`src/rtl/snu_pkg.sv`:
```
package snu_pkg;
  localparam int INSN_W = 32;
  localparam int IDX_W  = 5;
  localparam int NMODES = 3;

  localparam logic [11:0] TAIL_CODE  = 12'b1000_0101_0010;
  localparam logic [5:0]  VEC_MAJOR  = 6'b001110;
  localparam logic [7:0]  SCA_MAJOR  = 8'b0101_1110;
  localparam logic [1:0]  SIZE_RSVD  = 2'b11;

  typedef enum logic [1:0] {
    FORM_NONE = 2'd0,
    FORM_VEC  = 2'd1,
    FORM_SCA  = 2'd2
  } form_e;

  typedef struct packed {
    form_e            form;
    logic [1:0]       size;
    logic             upper;
    logic [IDX_W-1:0] rn;
    logic [IDX_W-1:0] rd;
    logic             legal;
  } dec_t;
endpackage

```
`src/rtl/snu_decode.sv`:
```
module snu_decode
  import snu_pkg::*;
(
  input  logic [INSN_W-1:0] insn,
  output dec_t              dec
);
  logic tail_ok;
  logic is_vec;
  logic is_sca;

  always_comb begin
    tail_ok = (insn[21:10] == TAIL_CODE);
    is_vec  = !insn[31] && (insn[29:24] == VEC_MAJOR) && tail_ok;
    is_sca  = (insn[31:24] == SCA_MAJOR) && tail_ok;

    dec.size  = insn[23:22];
    dec.upper = is_vec && insn[30];
    dec.rn    = insn[9:5];
    dec.rd    = insn[4:0];
    if (is_vec)      dec.form = FORM_VEC;
    else if (is_sca) dec.form = FORM_SCA;
    else             dec.form = FORM_NONE;
    dec.legal = (is_vec || is_sca) && (insn[23:22] != SIZE_RSVD);
  end
endmodule

```
`src/rtl/snu_clamp.sv`:
```
module snu_clamp #(
  parameter int NW = 8
) (
  input  logic [2*NW-1:0] wide,
  output logic [NW-1:0]   narrow,
  output logic            clamped
);
  localparam int IW = 2 * NW;

  logic [IW-NW:0] head;
  logic           neg;

  always_comb begin
    head    = wide[IW-1:NW-1];
    neg     = wide[IW-1];
    clamped = !((&head) || !(|head));
    if (clamped) narrow = {neg, {(NW-1){!neg}}};
    else         narrow = wide[NW-1:0];
  end
endmodule

```
`src/rtl/snu_lane_bank.sv`:
```
module snu_lane_bank #(
  parameter int VEC_W = 128,
  parameter int NW    = 8
) (
  input  logic [VEC_W-1:0]            src,
  output logic [VEC_W/2-1:0]          res,
  output logic [(VEC_W/2)/NW-1:0]     sat
);
  localparam int HALF  = VEC_W / 2;
  localparam int LANES = HALF / NW;

  for (genvar e = 0; e < LANES; e++) begin : g_lane
    snu_clamp #(.NW(NW)) u_clamp (
      .wide    (src[e*2*NW +: 2*NW]),
      .narrow  (res[e*NW +: NW]),
      .clamped (sat[e])
    );
  end
endmodule

```
`src/rtl/snu_merge.sv`:
```
module snu_merge
  import snu_pkg::*;
#(
  parameter int VEC_W = 128
) (
  input  dec_t                                   dec,
  input  logic [NMODES-1:0][VEC_W/2-1:0]         res_all,
  input  logic [NMODES-1:0][VEC_W/16-1:0]        sat_all,
  input  logic [VEC_W-1:0]                       dst_old,
  output logic [VEC_W-1:0]                       dst_new,
  output logic [VEC_W/16-1:0]                    lane_sat
);
  localparam int HALF = VEC_W / 2;
  localparam int MAXL = VEC_W / 16;

  logic [HALF-1:0] pick_res;
  logic [MAXL-1:0] pick_sat;
  logic [HALF-1:0] lane0_mask;
  logic [1:0]      sel;

  always_comb begin
    sel = (dec.size == SIZE_RSVD) ? 2'd0 : dec.size;
    pick_res = res_all[sel];
    pick_sat = sat_all[sel];
    lane0_mask = '0;
    case (sel)
      2'd0:    lane0_mask[7:0]  = '1;
      2'd1:    lane0_mask[15:0] = '1;
      default: lane0_mask[31:0] = '1;
    endcase

    dst_new  = '0;
    lane_sat = '0;
    case (dec.form)
      FORM_VEC: begin
        lane_sat = pick_sat;
        if (dec.upper) dst_new = {pick_res, dst_old[HALF-1:0]};
        else           dst_new = {{HALF{1'b0}}, pick_res};
      end
      FORM_SCA: begin
        lane_sat[0]      = pick_sat[0];
        dst_new[HALF-1:0] = pick_res & lane0_mask;
      end
      default: begin
        dst_new  = '0;
        lane_sat = '0;
      end
    endcase
  end
endmodule

```
`src/rtl/sat_narrow_unit.sv`:
```
module sat_narrow_unit
  import snu_pkg::*;
#(
  parameter int VEC_W = 128
) (
  input  logic                 clk,
  input  logic                 rst,
  input  logic                 clr_sticky,
  input  logic                 in_valid,
  input  logic [31:0]          insn,
  input  logic [VEC_W-1:0]     src,
  input  logic [VEC_W-1:0]     dst_old,
  output logic                 out_valid,
  output logic                 wr_en,
  output logic                 illegal,
  output logic [VEC_W-1:0]     dst_new,
  output logic [VEC_W/16-1:0]  lane_sat,
  output logic [4:0]           rn_idx,
  output logic [4:0]           rd_idx,
  output logic                 sticky_sat
);
  localparam int HALF = VEC_W / 2;
  localparam int MAXL = VEC_W / 16;

  dec_t                          dec;
  logic [NMODES-1:0][HALF-1:0]   res_all;
  logic [NMODES-1:0][MAXL-1:0]   sat_all;
  logic [VEC_W-1:0]              merged;
  logic [MAXL-1:0]               merged_sat;
  logic                          any_sat;

  snu_decode u_decode (
    .insn (insn),
    .dec  (dec)
  );

  for (genvar m = 0; m < NMODES; m++) begin : g_mode
    localparam int NW    = 8 << m;
    localparam int LANES = HALF / NW;
    logic [LANES-1:0] bank_sat;

    snu_lane_bank #(.VEC_W(VEC_W), .NW(NW)) u_bank (
      .src (src),
      .res (res_all[m]),
      .sat (bank_sat)
    );
    assign sat_all[m] = MAXL'(bank_sat);
  end

  snu_merge #(.VEC_W(VEC_W)) u_merge (
    .dec      (dec),
    .res_all  (res_all),
    .sat_all  (sat_all),
    .dst_old  (dst_old),
    .dst_new  (merged),
    .lane_sat (merged_sat)
  );

  assign any_sat = dec.legal && (|merged_sat);

  always_ff @(posedge clk) begin
    if (rst) begin
      out_valid  <= 1'b0;
      wr_en      <= 1'b0;
      illegal    <= 1'b0;
      dst_new    <= '0;
      lane_sat   <= '0;
      rn_idx     <= '0;
      rd_idx     <= '0;
      sticky_sat <= 1'b0;
    end else begin
      out_valid  <= in_valid;
      wr_en      <= in_valid && dec.legal;
      sticky_sat <= (sticky_sat && !clr_sticky) || (in_valid && any_sat);
      if (in_valid) begin
        illegal  <= !dec.legal;
        dst_new  <= dec.legal ? merged : '0;
        lane_sat <= dec.legal ? merged_sat : '0;
        rn_idx   <= dec.rn;
        rd_idx   <= dec.rd;
      end
    end
  end
endmodule

```
`config.mk`:
```
export PLATFORM = sky130hd
export DESIGN_NAME = sat_narrow_unit
export DESIGN_NICKNAME = d
export VERILOG_FILES = /design/src/rtl/snu_pkg.sv /design/src/rtl/snu_decode.sv /design/src/rtl/snu_clamp.sv /design/src/rtl/snu_lane_bank.sv /design/src/rtl/snu_merge.sv /design/src/rtl/sat_narrow_unit.sv
export SDC_FILE = /design/constraint.sdc
export NUM_CORES = 1
export LEC_CHECK = 0
export CELL_PAD_IN_SITES_DETAIL_PLACEMENT = 1
export CELL_PAD_IN_SITES_GLOBAL_PLACEMENT = 1
export CORE_AREA = 2 2 173 175
export CTS_BUF_LIST = sky130_fd_sc_hd__clkbuf_4
export CTS_CLUSTER_DIAMETER = 40
export DETAILED_ROUTE_END_ITERATION = 10
export DIE_AREA = 0 0 175 177
export PLACE_DENSITY = 0.93
export RECOVER_POWER = 25
export SLEW_MARGIN = 40
export SYNTH_ARGS = -nofsm -noshare
export SYNTH_HDL_FRONTEND = slang
export SYNTH_SLANG_ARGS = --single-unit
```
`constraint.sdc`:
```
create_clock -name clk -period 5.8 [get_ports clk]
set_input_delay 0.58 -clock clk [delete_from_list [all_inputs] [get_ports clk]]
set_output_delay 0.58 -clock clk [all_outputs]
set_load 0.1 [all_outputs]
```
==> results of run 1 <==
[registers in the layout (all words and copies together), names as in the netlist]
name / cells
sticky_sat: 1
lane_sat: 8
out_valid: 1
rn_idx: 5
rd_idx: 5
illegal: 1
dst_new: 128
wr_en: 1
[metal layers]
layer	vias to the layer above	wire length (um)	share of wire (%)
met5	-	0	0
met4	0	903	2.3
met3	54	2280	5.8
met2	331	19700	50
met1	4805	16500	42
li1	4605	-	-
[cells by family (layout without fill, tap and decap cells)]
logic type	Yosys count	after routing	synth area share, %
mux	12	12	1.48
fa+ha+maj	4	4	0.617
buf+inv	90	440	4.54
xor+xnor	1	1	0.108
other cells	0	2	0
simple gates	337	337	20.8
compound gates	445	445	35.4
flops	150	150	37.0
[worst max-delay path, cell delays in order]
cell,delay (ns)
dlygate4sd3_1,1.07
nor2b_1,0.33
nor2b_1,0.52
nand2_1,0.20
or2_2,0.35
inv_1,0.62
o21ai_0,0.26
nand3_1,0.14
[area by class of cell]
type	count	share of cell area, %
diodes	2	0.0427
clock buffers	17	1.09
clock inverters	15	1.43
inverters	17	0.566
multi-input cells	799	40.8
flip-flops and latches	150	25.6
well taps	390	4.16
repair buffers	391	26.3
[cell usage after synthesis (all sizes together), types with 4 or more instances]
cell type	instances	area share (%)
a32o	7	0.86
nor4b	4	0.43
a31oi	5	0.57
nand2	117	5.4
a211oi	23	2.1
a22oi	18	1.7
nor3	16	0.99
and2	21	1.7
nor4	18	1.5
nor2b	7	0.54
a21o	4	0.37
a22o	15	1.6
inv	16	0.74
buf	19	1.2
o221ai	8	0.86
a221oi	7	0.76
clkbuf	54	2.5
nor2	64	3.1
a2111oi	7	0.76
or4	13	1.3
nand2b	7	0.54
ha	4	0.62
a211o	21	2.3
o2bb2ai	8	0.86
nand4	28	2.2
or3	7	0.54
o21ai	149	9.2
dfxtp	150	37
and3	4	0.31
a21oi	94	5.8
o211ai	16	1.5
o21a	44	4.1
mux2i	12	1.5
nand3	22	1.4
[stage by stage]
stage / instance area [um2] / hold WS (ns) / setup WS (ns) / std cells / total power [uW]
after floorplan: 8110 / 0.652 / 3.20 / 1039 / 1260
after global placement: 12200 / 0.432 / 1.54 / 1746 / 1520
after detailed placement: 11500 / 0.439 / 1.59 / 1747 / 1520
after CTS: 11800 / 0.458 / 2.23 / 1779 / 2260
after global routing: 11700 / 0.482 / 2.02 / 1781 / 2350
final: 11700 / 0.456 / 2.22 / 1781 / 2240
[power by group through the flow]
stage | sequential [uW] | combinational, uW | clock, uW
finish | 1040 | 467 | 734
global route | 1040 | 500 | 808
floorplan | 1100 | 165 | 0
detailed placement | 1060 | 465 | 0
global placement | 1060 | 455 | 0
CTS | 1040 | 467 | 759
[worst paths after layout]
check | to | slack [ns]
setup / recovery | sticky_sat | 2.22
hold / removal | dst_new[48] | 0.46
setup reg to reg | dst_new[8] | 4.93
hold reg to reg | dst_new[48] | 0.46
==> metrics.md, run 1 <==
| Metric | Value |
|---|---|
| Hold Startpoint | `dst_new[48]` |
| Die X | `175 um` |
| Final setup viols | `0` |
| Syn-to-layout area delta | `44.5%` |
| Met1 usage | `29.2%` |
| Post-CTS Hold Fix Bufs | `0` |
| Clock power share | `32.8%` |
| Final antenna-violating net count | `0` |
| First-pass GRT wire length | `59000 um` |
| Die height | `177 um` |
| Layout Utilization | `40.1%` |
| Global route total overflow | `0` |
| VDD IR max | `116 uV` |
| Post-Syn Area | `8110 um2` |
| Sw Share | `32.1%` |
| Max Cap Violations | `0` |
| Worst R2R Start | `dst_new[8]` |
| Routability cong. | `0.878` |
| Initial antenna violation count | `2` |
| Yosys warns | `0` |
| Pin count of the biggest net entering global routing | `49` |
| Clock Latency Late Sink | `0.53 ns` |
| # clock sinks | `150` |
| FF-to-FF path depth | `2` |
| RSZ-0062 raised after global routing | `false` |
| Req. time, crit path | `6.28 ns` |
| WS Path Type | `in2reg` |
| Clk pin slew, worst setup/hold paths | `0.14 ns` |
| Vias/cell | `5.50` |
| Post-CTS Repair Setup Buffers | `0` |
| Die area | `31000 um2` |
| Nets@finish | `1672` |
| CP Capture Type | `flop` |
| Lkg Pwr | `0.00443 uW` |
| CP Launch Type | `primary input` |
| DP HPWL | `30300 um` |
| Worst hold path stage count | `2` |
| Tot GR Track Use | `24.6%` |
| Clock skew | `0 ns` |
| Status | `complete, no violations` |
| PD cells | `191 nW/um2` |
| Seq. cell area | `3000 um2` |
| Post-synthesis sequential area ratio | `37.0%` |
| Final min period | `3.58 ns` |
| Most used flip-flop cell after synthesis | `dfxtp_1` |
| Sw Pwr | `719 uW` |
| Worst hold path class | `reg2reg` |
| Ports | `442` |
| Wire per inst | `22.1 um` |
| Fin crit share | `61.8%` |
| Via count | `9795` |
| Unique masters post-synth | `67` |
| Total negative slack | `0 ns` |
| Count of buffers from port buffering | `377` |
| Site row count | `63` |
| Seq pwr share | `46.4%` |
| Met3 Usage GRT | `5.37%` |
| H-tree depth | `4` |
| Core ar. | `29200 um2` |
| Multi-input logic area | `4780 um2` |
| CTS root buf | `clkbuf_4` |
| Max Buffers Root-to-Sink | `2` |
| Synth Register Bits | `150` |
| FILL cells | `3629` |
| Commonest non-fill, non-tap cell in the layout | `clkdlybuf4s50_1` |
| Combinational Power Share | `20.9%` |
| Post-synthesis area per instance | `7.81 um2` |
| Number of gates resized after CTS | `0` |
| CTS buffer count | `17` |
| Layout cells sized above 1 | `11.2%` |
| Crit. Startpoint | `in_valid` |
| Tightest Pin Transition | `1.28 ns` |
| Crit-path max FO | `21` |
| Synth Net Count | `1335` |
| Slew Viols, Final | `0` |
| CTS tree | `done` |
| Residual DRC count | `0` |
| Fmax | `279 MHz` |
| Total wire length | `39400 um` |
| Final hold viol count | `0` |
| 1st-pass router iterations | `4` |
| Gr busiest metal | `met2` |
| Cells after Synth | `1039` |
| Vias in the first global route | `10300` |
| Grt met2 use | `44.1%` |
| Number of synthesized flops with an enable pin | `0` |
| Crit path DAT | `4.06 ns` |
| DRT iter0 DRCs | `467` |
| Pint | `1520 uW` |
| Initial Util | `27.7%` |
| Most frequent cells in the layout | `clkdlybuf4s50_1, dfxtp_1, nand2_1, o21ai_0, a21oi_1` |
| Slew headroom | `15.3%` |
| Async SR Flop Fraction | `0%` |
(Power assumes the default switching activity.)
==> run 2: changes to the inputs <==
--- a/config.mk
+++ b/config.mk
@@ -7,12 +7,11 @@
 export LEC_CHECK = 0
 export CELL_PAD_IN_SITES_DETAIL_PLACEMENT = 1
 export CELL_PAD_IN_SITES_GLOBAL_PLACEMENT = 1
-export CORE_AREA = 2 2 173 175
+export CORE_UTILIZATION = 28
 export CTS_BUF_LIST = sky130_fd_sc_hd__clkbuf_4
 export CTS_CLUSTER_DIAMETER = 40
 export DETAILED_ROUTE_END_ITERATION = 10
-export DIE_AREA = 0 0 175 177
-export PLACE_DENSITY = 0.93
+export PLACE_DENSITY = 0.94
 export RECOVER_POWER = 25
 export SLEW_MARGIN = 40
 export SYNTH_ARGS = -nofsm -noshare
==> constraint.sdc (replaced) <==
create_clock -name clk -period 3.36 [get_ports clk]
set_input_delay 0.336 -clock clk [delete_from_list [all_inputs] [get_ports clk]]
set_output_delay 0.336 -clock clk [all_outputs]
set_load 0.1 [all_outputs]
==> metrics.md, run 2 (synthesis results as in run 1) <==
| Metric | Value |
|---|---|
| Global route total overflow | `0` |
| CTS root buf | `clkbuf_4` |
| Number of gates resized after CTS | `0` |
| Worst hold path class | `in2reg` |
| H-tree depth | `4` |
| Status | `complete, no violations` |
| Req. time, crit path | `3.79 ns` |
| Max Cap Violations | `0` |
| Die height | `172 um` |
| Most frequent cells in the layout | `clkdlybuf4s50_1, dfxtp_1, nand2_1, o21ai_0, a21oi_1` |
| Layout cells sized above 1 | `13.3%` |
| Routed met1 length | `16000 um` |
| Post-CTS Hold Fix Bufs | `0` |
| Vias in the first global route | `10500` |
| # clock sinks | `150` |
| Clock Latency Late Sink | `0.53 ns` |
| Core ar. | `28200 um2` |
| CP Capture Type | `flop` |
| Pin count of the biggest net entering global routing | `46` |
| Clock skew | `0 ns` |
| Die area | `29600 um2` |
| Max Buffers Root-to-Sink | `2` |
| VDD IR max | `179 uV` |
| Layout Utilization | `42.5%` |
| Number of flip-flops in the largest register | `128` |
| Count of buffers from port buffering | `377` |
| Via count | `9984` |
| Final setup viols | `0` |
| Residual DRC count | `0` |
| Fin crit share | `81.2%` |
| Tot GR Track Use | `26.3%` |
| Worst Path Buf+Inv | `1` |
| Top Registers | `dst_new: 128 flops, lane_sat: 8 flops` |
| Final min period | `2.73 ns` |
| Slew headroom | `9.87%` |
| Routed wl met2 | `20300 um` |
| Crit path DAT | `3.15 ns` |
| Top sig layer | `met4` |
| Worst hold path stage count | `3` |
| CP Launch Type | `primary input` |
| FILL cells | `3506` |
| Wire per inst | `22.1 um` |
| WP depth | `8` |
| Fmax | `367 MHz` |
| Die X | `172 um` |
| WL met3 | `2660 um` |
| Routability cong. | `0.894` |
| Final antenna-violating net count | `0` |
| Final hold viol count | `0` |
| Total negative slack | `0 ns` |
| CP max stage cell | `clkdlybuf4s50_1` |
| FF-to-FF path depth | `2` |
| Max incr delay on CP | `0.53 ns` |
| 1st-pass router iterations | `5` |
| Initial antenna violation count | `2` |
| Crit path max-delay family | `simple AND/OR/NAND/NOR gates` |
| Lkg Pwr | `0.00462 uW` |
| Vias/cell | `5.53` |
| Slew Viols, Final | `0` |
| RSZ-0062 raised after global routing | `false` |
| Crit-path max FO | `12` |
| Initial Util | `28.8%` |
| Nets@finish | `1710` |
| WS Path Type | `in2reg` |
| PD cells | `324 nW/um2` |
| Ports | `442` |
| Critical path cell sequence | `clkdlybuf4s50_1, or3_1, nor4_2, and2_1, or2_2, a21oi_1, a2111oi_0, o21ai_1` |
| CTS buffer count | `17` |
| DP HPWL | `31300 um` |
| Total wire length | `39800 um` |
| First-pass GRT wire length | `59400 um` |
| DRT iter0 DRCs | `521` |
| Tightest Pin Transition | `1.36 ns` |
| Syn-to-layout area delta | `47.6%` |
| Site row count | `61` |
| Post-CTS Repair Setup Buffers | `0` |
| Clk pin slew, worst setup/hold paths | `0.16 ns` |
| Commonest non-fill, non-tap cell in the layout | `clkdlybuf4s50_1` |
| Reg with most FFs | `dst_new` |
| CTS tree | `done` |
-- run 2: final cells by class --
class | count | area (um2) | area share (%)
well taps | 378 | 473 | 3.95
flip-flops and latches | 150 | 3000 | 25.1
clock inverters | 14 | 165 | 1.38
multi-input cells | 799 | 4760 | 39.8
diodes | 2 | 5.00 | 0.0418
inverters | 17 | 63.8 | 0.533
clock buffers | 18 | 135 | 1.13
repair buffers | 429 | 3360 | 28.1
-- run 2: final timing paths --
| check | from | to | slack [ns] |
|---|---|---|---|
| hold / removal | insn[4] | rd_idx[4] | 0.39 |
| setup / recovery | src[47] | dst_new[28] | 0.63 |
| setup reg to reg | dst_new[13] | dst_new[13] | 2.48 |
| hold reg to reg | dst_new[49] | dst_new[49] | 0.46 |
-- run 2: power breakdown --
part / internal [uW] / total (uW) / switching [uW]
logic: 387 / 825 / 438
registers: 1790 / 1790 / 4.08
clock network: 476 / 1260 / 785
-- run 2: through the flow --
stage / hold slack [ns] / total power [uW] / setup WS, ns / instances / instance area [um2]
3_3_place_gp: 0.433 / 2640 / 0.0524 / 1773 / 12500
4_1_cts: 0.323 / 3920 / 0.707 / 1805 / 12100
2_1_floorplan: 0.408 / 2180 / 1.00 / 1039 / 8110
5_1_grt: 0.326 / 4050 / 0.549 / 1806 / 12000
6_report: 0.394 / 3880 / 0.633 / 1807 / 12000
3_5_place_dp: 0.440 / 2650 / 0.0918 / 1773 / 11800
-- run 2: worst min-delay path, stage by stage --
cell	delay, ns
clkdlybuf4s50_1	0.40
mux2i_1	0.14
nor2_1	0.05
-- run 2: per-layer routing --
metal / global-route usage (%) / vias to the layer above
met5: 0 / -
met4: 7.93 / 0
met3: 6.13 / 58
met2: 48.4 / 381
met1: 29.7 / 4878
li1: - / 4667
==> run 3: changes to the inputs <==
--- a/config.mk
+++ b/config.mk
@@ -7,11 +7,11 @@
 export LEC_CHECK = 0
 export CELL_PAD_IN_SITES_DETAIL_PLACEMENT = 1
 export CELL_PAD_IN_SITES_GLOBAL_PLACEMENT = 1
-export CORE_UTILIZATION = 28
+export CORE_UTILIZATION = 25
 export CTS_BUF_LIST = sky130_fd_sc_hd__clkbuf_4
 export CTS_CLUSTER_DIAMETER = 40
 export DETAILED_ROUTE_END_ITERATION = 10
-export PLACE_DENSITY = 0.94
+export PLACE_DENSITY = 0.89
 export RECOVER_POWER = 25
 export SLEW_MARGIN = 40
 export SYNTH_ARGS = -nofsm -noshare
==> constraint.sdc (replaced) <==
create_clock -name clk -period 2.2 [get_ports clk]
set_input_delay 0.22 -clock clk [delete_from_list [all_inputs] [get_ports clk]]
set_output_delay 0.22 -clock clk [all_outputs]
set_load 0.1 [all_outputs]
==> metrics.md, run 3 (synthesis results as in run 1) <==
| Metric | Value |
|---|---|
| Count of buffers from port buffering | `377` |
| Syn-to-layout area delta | `69.8%` |
| Crit-path max FO | `15` |
| Vias in the first global route | `11400` |
| Req. time, crit path | `2.69 ns` |
| Tot GR Track Use | `25.6%` |
| First-pass GRT wire length | `65400 um` |
| DRT iter0 DRCs | `526` |
| Worst Path Buf+Inv | `4` |
| Worst hold path stage count | `3` |
| CTS root buf | `clkbuf_4` |
| Final min period | `2.24 ns` |
| Tightest Pin Transition | `0.934 ns` |
| Initial antenna violation count | `5` |
| H-tree depth | `4` |
| CTS tree | `done` |
| Site row count | `65` |
| Global route total overflow | `0` |
| Hold Startpoint | `dst_old[7]` |
| Commonest non-fill, non-tap cell in the layout | `buf_4` |
| Wire per inst | `22.3 um` |
| Clock skew | `0 ns` |
| Residual DRC count | `0` |
| FF-to-FF path depth | `2` |
| Routed wl met2 | `22600 um` |
| CP max stage cell | `clkdlybuf4s50_1` |
| FILL cells | `3825` |
| R2R Path End | `dst_new[23]` |
| Routed met1 length | `18000 um` |
| Hold Path Sink | `dst_new[7]` |
| Slew Viols, Final | `0` |
| Fmax | `446 MHz` |
| VDD IR max | `253 uV` |
| Flop2flop setup slack | `1.25 ns` |
| Core ar. | `31700 um2` |
| Top Registers | `dst_new: 128 flops, lane_sat: 8 flops` |
| Pin count of the biggest net entering global routing | `49` |
| Ports | `442` |
| Worst hold path class | `in2reg` |
| CP Capture Type | `flop` |
| Total wire length | `44200 um` |
| Max incr delay on CP | `0.49 ns` |
| Layout cells sized above 1 | `27.5%` |
| Slew headroom | `37.8%` |
| Lkg Pwr | `0.00571 uW` |
| Final Non-Filler Cells | `1985` |
| Crit path max-delay family | `buffers and inverters` |
| Post-route setup slack | `-0.0427 ns` |
| Final hold viol count | `0` |
| CTS buffer count | `17` |
| 1st-pass router iterations | `5` |
| Seq. cell area | `3000 um2` |
| CP Launch Type | `primary input` |
| Clock Latency Late Sink | `0.55 ns` |
| Initial Util | `25.6%` |
| Number of flip-flops in the largest register | `128` |
| Reg with most FFs | `dst_new` |
| Max Buffers Root-to-Sink | `2` |
| Nets@finish | `1862` |
| # clock sinks | `150` |
| Placed cells | `1944` |
| Critical path cell sequence | `clkdlybuf4s50_1, inv_1, ha_1, buf_4, buf_4, nor2_1, o21ai_0, o31a_4, nor2_1, a211oi_1, o21ai_0` |
| Final setup viols | `8` |
| Die X | `182 um` |
| Status | `complete, but fails checks` |
| Most frequent cells in the layout | `buf_4, clkdlybuf4s50_1, dfxtp_1, nand2_1, o21ai_0` |
| Die area | `33200 um2` |
| Total negative slack | `-0.141 ns` |
| Max Cap Violations | `0` |
| Clk pin slew, worst setup/hold paths | `0.17 ns` |
| Multi-input logic area | `4980 um2` |
| Fin crit share | `102%` |
| Crit path DAT | `2.74 ns` |
| Final antenna-violating net count | `0` |
| Top sig layer | `met5` |
| Die height | `182 um` |
| Worst R2R Start | `dst_new[23]` |
| PD cells | `444 nW/um2` |
| WS Path Type | `in2reg` |
| RSZ-0062 raised after global routing | `true` |
| Vias/cell | `5.44` |
| WL met3 | `2400 um` |
| Via count | `10800` |
| Routability cong. | `0.932` |
| Failing checks | `negative setup slack` |
| DP HPWL | `33900 um` |
[run 3: cell count changes in the layout (fill, tap and decap cells not counted), sizes merged, moves of 6 or more]
| cell | change |
|---|---|
| clkdlybuf4s50 | -6 |
| inv | -6 |
| clkinv | +7 |
| buf | +151 |
| dlymetal6s2s | +6 |
[run 3: layout make-up]
| cell class | instances | share of cell area (%) |
|---|---|---|
| multi-input cells | 801 | 36.2 |
| clock inverters | 14 | 0.981 |
| inverters | 17 | 0.463 |
| well taps | 402 | 3.65 |
| flip-flops and latches | 150 | 21.8 |
| clock buffers | 18 | 0.981 |
| repair buffers | 579 | 35.9 |
| diodes | 4 | 0.0727 |
[run 3: metrics by stage]
step	power, uW	utilization (%)	instance area (um2)	hold slack [ns]	setup WS, ns
2_1_floorplan	3330	-	8120	0.292	0.00413
3_3_place_gp	4230	42.2	13400	0.433	-0.764
3_5_place_dp	4260	42.2	13400	0.444	-0.717
4_1_cts	6140	43.2	13700	0.198	0.000120
5_1_grt	6370	43.4	13800	0.193	-0.0924
6_report	6110	43.4	13800	0.252	-0.0427
[run 3: worst max-delay path by stage]
stage | slack (ns) | depth (start not counted) | startpoint | end
after floorplan | 0.004 | 8 | src[35] | dst_new[27]
after global placement | -0.76 | 11 | src[27] | dst_new[0]
after detailed placement | -0.72 | 8 | src[39] | dst_new[29]
after CTS | 0.0001 | 9 | src[39] | dst_new[75]
after global routing | -0.09 | 11 | insn[23] | dst_new[82]
final | -0.04 | 11 | insn[23] | dst_new[84]
[run 3: tightest hold or removal path, stage by stage]
cell             delay, ns
clkdlybuf4s50_1       0.46
a22oi_1               0.07
o31ai_1               0.06
[run 3: power breakdown]
part / internal (uW) / switching (uW) / total, uW
sequential: 2730 / 6.81 / 2740
combinational: 763 / 745 / 1510
clock: 678 / 1190 / 1870
[run 3: timing repair]
item / in CTS / in global routing
hold buffers: 0 / 0
pin swaps: 0 / 4
setup endpoints to repair: 24 / 83
resized for setup: 10 / 42
setup buffers: 0 / 3
gates cloned: 0 / 2
[run 3: per-layer routing]
layer | up-vias | track usage (%)
met5 | - | 0
met4 | 2 | 9.24
met3 | 81 | 4.87
met2 | 413 | 45.9
met1 | 5319 | 30.2
li1 | 4985 | -
